File: src/rtl/hdlc_mon_pkg.sv
package hdlc_mon_pkg;
  localparam int NUM_EV   = 7;
  localparam int EV_IDLE  = 0;
  localparam int EV_ABORT = 1;
  localparam int EV_FCS   = 2;
  localparam int EV_RXEOT = 3;
  localparam int EV_TXEOT = 4;
  localparam int EV_RXSOT = 5;
  localparam int EV_TXSOT = 6;

  localparam logic ADDR_STS = 1'b0;
  localparam logic ADDR_ENA = 1'b1;

  typedef logic [NUM_EV-1:0] ev_vec_t;
endpackage

File: src/rtl/hdlc_bit_rx.sv
module hdlc_bit_rx #(
  parameter int FLAG_W     = 8,
  parameter logic [FLAG_W-1:0] FLAG = 8'h7E,
  parameter int ABORT_ONES = 7,
  parameter int STUFF_ONES = 5
) (
  input  logic clk_i,
  input  logic rst_ni,
  input  logic bit_en_i,
  input  logic bit_i,
  output logic flag_o,
  output logic abort_o,
  output logic dvalid_o,
  output logic dbit_o
);
  localparam int CNT_W = $clog2(ABORT_ONES + 1);

  logic [FLAG_W-1:0] sh_q, sh_n;
  logic [CNT_W-1:0]  ones_q;

  assign sh_n     = {bit_i, sh_q[FLAG_W-1:1]};
  assign flag_o   = bit_en_i && (sh_n == FLAG);
  assign abort_o  = bit_en_i && bit_i && (ones_q == CNT_W'(ABORT_ONES - 1));
  // stuffed zero: dropped from the data stream
  assign dvalid_o = bit_en_i && !(!bit_i && (ones_q == CNT_W'(STUFF_ONES)));
  assign dbit_o   = bit_i;

  always_ff @(posedge clk_i or negedge rst_ni) begin
    if (!rst_ni) begin
      sh_q   <= '0;
      ones_q <= '0;
    end else if (bit_en_i) begin
      sh_q <= sh_n;
      if (!bit_i)                                 ones_q <= '0;
      else if (ones_q != CNT_W'(ABORT_ONES))      ones_q <= ones_q + 1'b1;
    end
  end
endmodule

File: src/rtl/hdlc_frame_rx.sv
module hdlc_frame_rx #(
  parameter int OCT_W = 8,
  parameter int CRC_W = 16,
  parameter logic [CRC_W-1:0] CRC_POLY = 16'h8408,
  parameter logic [CRC_W-1:0] CRC_INIT = 16'hFFFF,
  parameter logic [CRC_W-1:0] CRC_GOOD = 16'hF0B8
) (
  input  logic clk_i,
  input  logic rst_ni,
  input  logic flag_i,
  input  logic abort_i,
  input  logic dvalid_i,
  input  logic dbit_i,
  output logic sot_o,
  output logic eot_o,
  output logic fcs_err_o
);
  localparam int CNT_W = $clog2(OCT_W);

  logic [OCT_W-1:0] acc_q, acc_n;
  logic [CNT_W-1:0] cnt_q;
  logic [CRC_W-1:0] crc_q;
  logic             synced_q, in_frame_q, oct_done;

  function automatic logic [CRC_W-1:0] crc_step(input logic [CRC_W-1:0] c,
                                                input logic [OCT_W-1:0] d);
    logic [CRC_W-1:0] r;
    r = c ^ CRC_W'(d);
    for (int i = 0; i < OCT_W; i++) r = r[0] ? ((r >> 1) ^ CRC_POLY) : (r >> 1);
    return r;
  endfunction

  assign acc_n     = {dbit_i, acc_q[OCT_W-1:1]};
  assign oct_done  = !abort_i && !flag_i && synced_q && dvalid_i &&
                     (cnt_q == CNT_W'(OCT_W - 1));
  assign sot_o     = oct_done && !in_frame_q;
  assign eot_o     = flag_i && in_frame_q;
  assign fcs_err_o = eot_o && (crc_q != CRC_GOOD);

  always_ff @(posedge clk_i or negedge rst_ni) begin
    if (!rst_ni) begin
      acc_q      <= '0;
      cnt_q      <= '0;
      crc_q      <= CRC_INIT;
      synced_q   <= 1'b0;
      in_frame_q <= 1'b0;
    end else if (abort_i) begin
      synced_q   <= 1'b0;
      in_frame_q <= 1'b0;
      cnt_q      <= '0;
    end else if (flag_i) begin
      synced_q   <= 1'b1;
      in_frame_q <= 1'b0;
      cnt_q      <= '0;
    end else if (synced_q && dvalid_i) begin
      acc_q <= acc_n;
      cnt_q <= oct_done ? '0 : cnt_q + 1'b1;
      if (oct_done) begin
        in_frame_q <= 1'b1;
        crc_q      <= crc_step(in_frame_q ? crc_q : CRC_INIT, acc_n);
      end
    end
  end
endmodule

File: src/rtl/hdlc_irq_regs.sv
module hdlc_irq_regs
  import hdlc_mon_pkg::*;
#(
  parameter int DATA_W = 8
) (
  input  logic              clk_i,
  input  logic              rst_ni,
  input  logic              rd_i,
  input  logic              wr_i,
  input  logic              addr_i,
  input  logic [DATA_W-1:0] wdata_i,
  input  ev_vec_t           ev_i,
  output logic [DATA_W-1:0] rdata_o,
  output ev_vec_t           sts_o,
  output logic [DATA_W-1:0] ena_o,
  output logic              irq_o
);
  localparam logic [DATA_W-1:0] ENA_MASK = DATA_W'((1 << NUM_EV) - 1);

  ev_vec_t           sts_q;
  logic [DATA_W-1:0] ena_q, sts_ext;
  logic              rd_clr;

  assign rd_clr = rd_i && (addr_i == ADDR_STS);

  for (genvar k = 0; k < NUM_EV; k++) begin : g_sticky
    always_ff @(posedge clk_i or negedge rst_ni) begin
      if (!rst_ni) sts_q[k] <= 1'b0;
      else         sts_q[k] <= ev_i[k] | (sts_q[k] & !rd_clr);
    end
  end

  always_ff @(posedge clk_i or negedge rst_ni) begin
    if (!rst_ni)                           ena_q <= '0;
    else if (wr_i && addr_i == ADDR_ENA)   ena_q <= wdata_i & ENA_MASK;
  end

  assign sts_ext = DATA_W'(sts_q);
  assign rdata_o = (addr_i == ADDR_ENA) ? ena_q : sts_ext;
  assign irq_o   = |(sts_ext & ena_q);
  assign sts_o   = sts_q;
  assign ena_o   = ena_q;
endmodule

File: src/rtl/hdlc_link_mon.sv
module hdlc_link_mon
  import hdlc_mon_pkg::*;
#(
  parameter int DATA_W = 8
) (
  input  logic              clk_i,
  input  logic              rst_ni,
  input  logic              bit_en_i,
  input  logic              bit_i,
  input  logic              tx_sot_i,
  input  logic              tx_eot_i,
  input  logic              reg_rd_i,
  input  logic              reg_wr_i,
  input  logic              reg_addr_i,
  input  logic [DATA_W-1:0] reg_wdata_i,
  output logic [DATA_W-1:0] reg_rdata_o,
  output logic              irq_o
);
  logic    flag_w, abort_w, dvalid_w, dbit_w, sot_w, eot_w, fcs_w;
  ev_vec_t ev_w, sts_w;
  logic [DATA_W-1:0] ena_w;

  hdlc_bit_rx u_bit (
    .clk_i   (clk_i),
    .rst_ni  (rst_ni),
    .bit_en_i(bit_en_i),
    .bit_i   (bit_i),
    .flag_o  (flag_w),
    .abort_o (abort_w),
    .dvalid_o(dvalid_w),
    .dbit_o  (dbit_w)
  );

  hdlc_frame_rx u_frame (
    .clk_i    (clk_i),
    .rst_ni   (rst_ni),
    .flag_i   (flag_w),
    .abort_i  (abort_w),
    .dvalid_i (dvalid_w),
    .dbit_i   (dbit_w),
    .sot_o    (sot_w),
    .eot_o    (eot_w),
    .fcs_err_o(fcs_w)
  );

  always_comb begin
    ev_w           = '0;
    ev_w[EV_IDLE]  = flag_w;
    ev_w[EV_ABORT] = abort_w;
    ev_w[EV_FCS]   = fcs_w;
    ev_w[EV_RXEOT] = eot_w;
    ev_w[EV_TXEOT] = tx_eot_i;
    ev_w[EV_RXSOT] = sot_w;
    ev_w[EV_TXSOT] = tx_sot_i;
  end

  hdlc_irq_regs #(.DATA_W(DATA_W)) u_regs (
    .clk_i  (clk_i),
    .rst_ni (rst_ni),
    .rd_i   (reg_rd_i),
    .wr_i   (reg_wr_i),
    .addr_i (reg_addr_i),
    .wdata_i(reg_wdata_i),
    .ev_i   (ev_w),
    .rdata_o(reg_rdata_o),
    .sts_o  (sts_w),
    .ena_o  (ena_w),
    .irq_o  (irq_o)
  );
endmodule

File: config.mk
export PLATFORM = sky130hd
export DESIGN_NAME = hdlc_link_mon
export DESIGN_NICKNAME = d
export VERILOG_FILES = /design/src/rtl/hdlc_mon_pkg.sv /design/src/rtl/hdlc_bit_rx.sv /design/src/rtl/hdlc_frame_rx.sv /design/src/rtl/hdlc_irq_regs.sv /design/src/rtl/hdlc_link_mon.sv
export SDC_FILE = /design/constraint.sdc
export NUM_CORES = 1
export LEC_CHECK = 0
export ABC_AREA = 1
export BUFFER_PORTS_ARGS = -buffer_cell sky130_fd_sc_hd__buf_2
export CORE_MARGIN = 4
export CORE_UTILIZATION = 30
export CTS_CLUSTER_SIZE = 30
export DETAILED_ROUTE_END_ITERATION = 7
export GPL_TIMING_DRIVEN = 0
export PLACE_DENSITY_LB_ADDON = 0.3
export SYNTH_ARGS = -nofsm -noshare
export SYNTH_HDL_FRONTEND = slang
export SYNTH_SLANG_ARGS = --single-unit
File: constraint.sdc
create_clock -name clk_i -period 1.8 [get_ports clk_i]
set_input_delay 0.36 -clock clk_i [delete_from_list [all_inputs] [get_ports clk_i]]
set_output_delay 0.36 -clock clk_i [all_outputs]
set_load 0.1 [all_outputs]
# [Word-level counts from Yosys, hierarchy flattened]
# Index checks and enable logic that the tools add are counted.
[classes] bitwise_logic=27 n_eq_ne=7 muxes=22 n_reduce_logical=29 add_sub_neg=2
[ops] cell="2-to-1 mux 16 bit" count=9
[ops] cell="inverter 2 -> 3 bit" count=8
[ops] cell="2-to-1 mux 3 bit" count=6
[ops] cell="inequality test 16 bit (second input constant)" count=1
[ops] cell="XOR 16 x 8 -> 16 bit" count=1
[ops] cell="logical AND 1 bit" count=15
[ops] cell="equality test 3 bit (second input constant)" count=3
[ops] cell="equality test 8 x 7 -> 1 bit (second input constant)" count=1
[ops] cell="OR reduction 8 bit" count=1
[ops] cell="AND 1 bit" count=7
[ops] cell="AND 7 bit" count=1
[ops] cell="2-to-1 mux 7 bit" count=1
[ops] cell="bitwise OR 1 bit" count=7
[ops] cell="adder 3 x 1 -> 3 bit (second input constant)" count=2
[ops] cell="zero test 1 bit" count=6
[ops] cell="2-to-1 mux 1 bit" count=6
[ops] cell="nonzero test 3 bit" count=2
[ops] cell="AND reduction 2 bit" count=2
[ops] cell="AND reduction 4 bit" count=1
[ops] cell="inequality test 3 bit (second input constant)" count=1
[ops] cell="inverter 1 bit" count=3
[ops] cell="AND reduction 3 bit" count=1
[ops] cell="inequality test 2 x 1 -> 1 bit (second input constant)" count=1
[ops] cell="nonzero test 2 bit" count=1
[word_totals] wordCells=102 output_inout_bits=9 register_bits=54

# [Depth between registers and ports, before layout]
[depth] word_depth=18 ltp_mapped=10

# [By module]
# Synthesis repeated with hierarchy kept, for this count alone.
[hier_totals] cells_unflattened=373 hier_area_um2=2877.8
[by_module_without_submodules] mod="hdlc_frame_rx" instances=1 cells_per_inst=225 area_each_um2=1662.8
[by_module_without_submodules] mod="hdlc_irq_regs" instances=1 cells_per_inst=86 area_each_um2=675.6
[by_module_without_submodules] mod="hdlc_bit_rx" instances=1 cells_per_inst=62 area_each_um2=539.3

# [Worst setup path after synthesis]
# Ideal clock, no wire load.
[synth_path] path_type="input port to output port" startpoint="input reg_addr_i" endpoint="output reg_rdata_o[1]" setup_slack_ps=-1233 required_time_ps=1440 cell_stages=2 t_arrival_ps=2673 n_path_buf=1 path_cell_list="clkbuf_1 -> o21ai_0"
[synth_via] elab_chain_len=1
[synth_lines] element="start, declared" line="hdlc_link_mon.sv:14" source="input logic reg_addr_i,"
[synth_lines] element="2-to-1 mux 7 bit" line="hdlc_irq_regs.sv:39" source="assign rdata_o = (addr_i == ADDR_ENA) ? ena_q : sts_ext;"
[synth_lines] element="end, declared" line="hdlc_link_mon.sv:16" source="output logic [DATA_W-1:0] reg_rdata_o,"
# Every way passes these cells.

# [Final worst setup path]
[layout_path] startpoint="register u_regs.ena_q[3] (netlist: u_regs.ena_o[3])" endpoint="output irq_o"
[layout_via] elab_chain_len=2
[layout_lines] element="start, declared" line="hdlc_irq_regs.sv:21" source="logic [DATA_W-1:0] ena_q, sts_ext;"
[layout_lines] element="start signal, assigned" line="hdlc_irq_regs.sv:35" source="else if (wr_i && addr_i == ADDR_ENA) ena_q <= wdata_i & ENA_MASK;"
[layout_lines] element="AND 7 bit" line="hdlc_irq_regs.sv:40" source="assign irq_o = |(sts_ext & ena_q);"
[layout_lines] element="OR reduction 8 bit" line="hdlc_irq_regs.sv:40"
[layout_lines] element="end, declared" line="hdlc_link_mon.sv:17" source="output logic irq_o"
# Every way passes these cells.

==> results.yml <==
drt:
  drc: 0
  wl_met2_mm: 2.81
  vias_per_cell: 4.59
  wl_met3_microns: 151
  first_pass_iters: 4
  wirelength_mm: 5.92
  drt_iter0_markers: 116
  highest_layer: "met4"
  via_count: 2256
  wl_met1_mm: 2.90
  ant_nets: 0
  wl_per_cell_microns: 12.0
worst_hold_path:
  hold_end: "u_regs.sts_o[6]$_DFF_PN0_"
  min_path_type: "primary input to register"
  hp-start: "tx_sot_i"
  hold_path_depth: 2
setup_path:
  worstPathRequired_ns: 1.44
  crit_type: "register to output port"
  cp_max_fo: 3
  worst-path-stages: 5
  reg2reg_from: "u_bit.ones_q[0]$_DFFE_PN0P_"
  crit_family: "flip-flops"
  reg2regPathDepth: 8
  end_kind: "output port"
  cp_common_cell: "nand2_1"
  max_stage_delay_ns: 0.40
  worstPathCellList: "nand2_1, nand2_1, a221oi_2, nand4_1, buf_6"
  reg2reg_to: "u_frame.crc_q[7]$_DFFE_PN1P_"
  cp_num_buf_inv: 1
  critPathSlowestCell: "dfrtp_1"
  start_kind: "register"
  cp.arrival_ns: 1.37
  rrSetupSlack_ns: 0.11
synthesis:
  yosysUniqueCellTypes: 30
  syn_nets: 375
  synth.yosys.warnings: 0
  synth_edf_count: 0
  post_synth.cell_area_avg_sq_um: 7.89
  async_reset_ff_share_pct: 100
  syn_inst: 352
  synth_ff_type: "dfrtp_1"
  synth_area_sq_um: 2780
  ys_seq_area_share_pct: 47.6
  ys_ff_latch: 52
sta:
  final-setup-viol-count: 0
  hold_viol_final: 0
  fin_skew_ns: 0.00982
  fmax_mhz: 578
  max_slew_margin_pct: 22.8
  finalCriticalPeriod_ns: 1.73
  rsz0062_at_grt: "true"
  tightestPinTransition_ns: 1.16
  slew_viol_final: 0
  timing.final.crit_share_pct: 96.2
  whs_ns: 0.251
layout:
  antenna_cells: 0
  area_delta_synth_final_pct: 14.5
  drive_above_1_share_pct: 18.8
  finish.utilization_pct: 35.9
  final_cell_area_sq_um: 3180
  final_cell_mix: "nand2_1 (131), inv_1 (47), dfrtp_1 (36)"
  mostFrequentLayoutCell: "nand2_1"
  nNetsFinal: 406
floorplanning:
  num_rows: 34
  start_util_pct: 31.4
  die_w_microns: 104
  die_height_microns: 104
  core_area_sq_um: 8850
  dieArea_sq_um: 10900
  ios: 26
power_and_ir_drop:
  leakage_nw: 1.66
  p_clk_share_pct: 17.3
  intPower_mw: 2.73
  power_frac_comb_pct: 43.1
  p_sw_mw: 2.04
  swShare_pct: 42.7
  p_per_area_nw_per_um2: 1500
  seqPwrFrac_pct: 39.6
  ir_drop_v: 0.000492
place:
  globalplace.congestion: 0.821
  dpl.hpwl_mm: 4.40
  placed_area_sq_um: 3030
  portBuffers: 23
cts:
  clk_latency_ns: 0.31
  cts_tree: "yes"
  cts_sinks: 52
  cts.htree.levels: 2
  root_buffer: "clkbuf_8"
  postCtsHoldBufs: 0
  cts_buffers: 5
  clk_pin_slew_ns: 0.09
  clockBufferDepth: 2
status:
  status: "completed"
job:
  drv_cap: 0
global_route:
  grt_usage_pct: 11.4
  antenna_found_initial: 0
  grt_pass1_wl_mm: 10.3
  grt_max_degree: 53
  first_global_vias: 2218
  grt-ovfl-total: 0
==> state kept, by name, indices dropped and copies added, names as in the netlist <==
name / cells
u_frame.crc_q: 16
u_bit.sh_q: 7
u_frame.acc_q: 7
u_regs.ena_o: 7
u_regs.sts_o: 7
u_bit.ones_q: 3
u_frame.cnt_q: 3
u_frame.in_frame_q: 1
u_frame.synced_q: 1
==> cell usage after synthesis (2+ instances only) <==
library cell / n / area share, %
nand4_1: 4 / 0.90
nand2_1: 132 / 18
buf_4: 2 / 0.54
xor2_1: 3 / 0.95
ha_1: 6 / 2.7
o21bai_1: 2 / 0.54
dfstp_2: 16 / 15
o21ai_0: 29 / 5.2
nor2_1: 14 / 1.9
nor4_1: 2 / 0.45
inv_1: 47 / 6.4
mux2_2: 7 / 2.8
buf_6: 4 / 1.6
clkbuf_1: 2 / 0.27
nand3_1: 32 / 5.8
dfrtp_1: 36 / 32
==> worst max path at each step <==
stage	endpoint	start	slack (ns)
6_report	irq_o	u_regs.ena_o[3]$_DFFE_PN0P_	0.07
5_1_grt	irq_o	u_regs.ena_o[3]$_DFFE_PN0P_	-0.06
4_1_cts	irq_o	u_regs.ena_o[3]$_DFFE_PN0P_	0.005
3_5_place_dp	reg_rdata_o[1]	reg_addr_i	0.03
3_3_place_gp	reg_rdata_o[4]	reg_addr_i	0.03
2_1_floorplan	reg_rdata_o[1]	reg_addr_i	-0.48
==> cells by family (layout without fill, tap and decap cells) <==
| group | Yosys count | after routing | share of synthesized area (%) |
|---|---|---|---|
| AO/OA/AOI/OAI | 36 | 36 | 7.61 |
| XOR/XNOR | 3 | 3 | 0.946 |
| adder cells (fa/ha/maj) | 6 | 6 | 2.70 |
| buffers and inverters | 57 | 89 | 9.10 |
| flip-flops | 52 | 52 | 47.6 |
| multiplexers | 7 | 7 | 2.84 |
| other | 1 | 1 | 0.135 |
| AND/OR/NAND/NOR | 190 | 190 | 29.1 |
==> what timing repair did <==
item,CTS,global route
pin swaps,0,0
setup endpoints to repair,1,14
endpoints found under the hold margin,0,0
gates resized for setup,1,10
setup buffers,0,1
==> power groups by stage <==
stage	clock, mW	sequential [mW]	combinational, mW
2_1_floorplan	0	1.83	1.65
4_1_cts	0.851	1.89	2.05
5_1_grt	0.894	1.94	2.41
6_report	0.825	1.89	2.06
3_3_place_gp	0	1.90	1.98
3_5_place_dp	0	1.90	2.03
==> worst reg2reg max path, stage by stage (launching register included) <==
cell and delay, ns:
dfrtp_1 0.40, inv_1 0.08, ha_1 0.20, nand4_1 0.22, nand3_4 0.16, nor2_4 0.18
buf_6 0.16, nand3_1 0.12, nand2_1 0.10
==> per-stage QoR <==
stage          setup WS (ns)  power (mW)  setup TNS [ns]  std cells
3_5_place_dp          0.0320        3.94               0        483
3_3_place_gp          0.0266        3.88               0        483
5_1_grt              -0.0627        5.24         -0.0714        492
2_1_floorplan         -0.480        3.47           -1.56        352
4_1_cts              0.00498        4.79               0        491
6_report              0.0690        4.77               0        492
==> cell type report <==
type / count / area, sq um
fill: 954 / 5670
multi-input combinational: 243 / 1220
sequential: 52 / 1320
buffer: 9 / 73.8
inverter: 48 / 180
clock inverter: 2 / 38.8
tap: 108 / 135
clock buffer: 6 / 72.6
timing repair buffer: 24 / 141
==> routing by layer <==
layer	vias up	GRT usage (%)
li1	1167	-
met1	1064	14.6
met2	20	19.1
met3	5	2.42
met4	0	3.61
met5	-	0
Power figures use the tool's default switching activity.
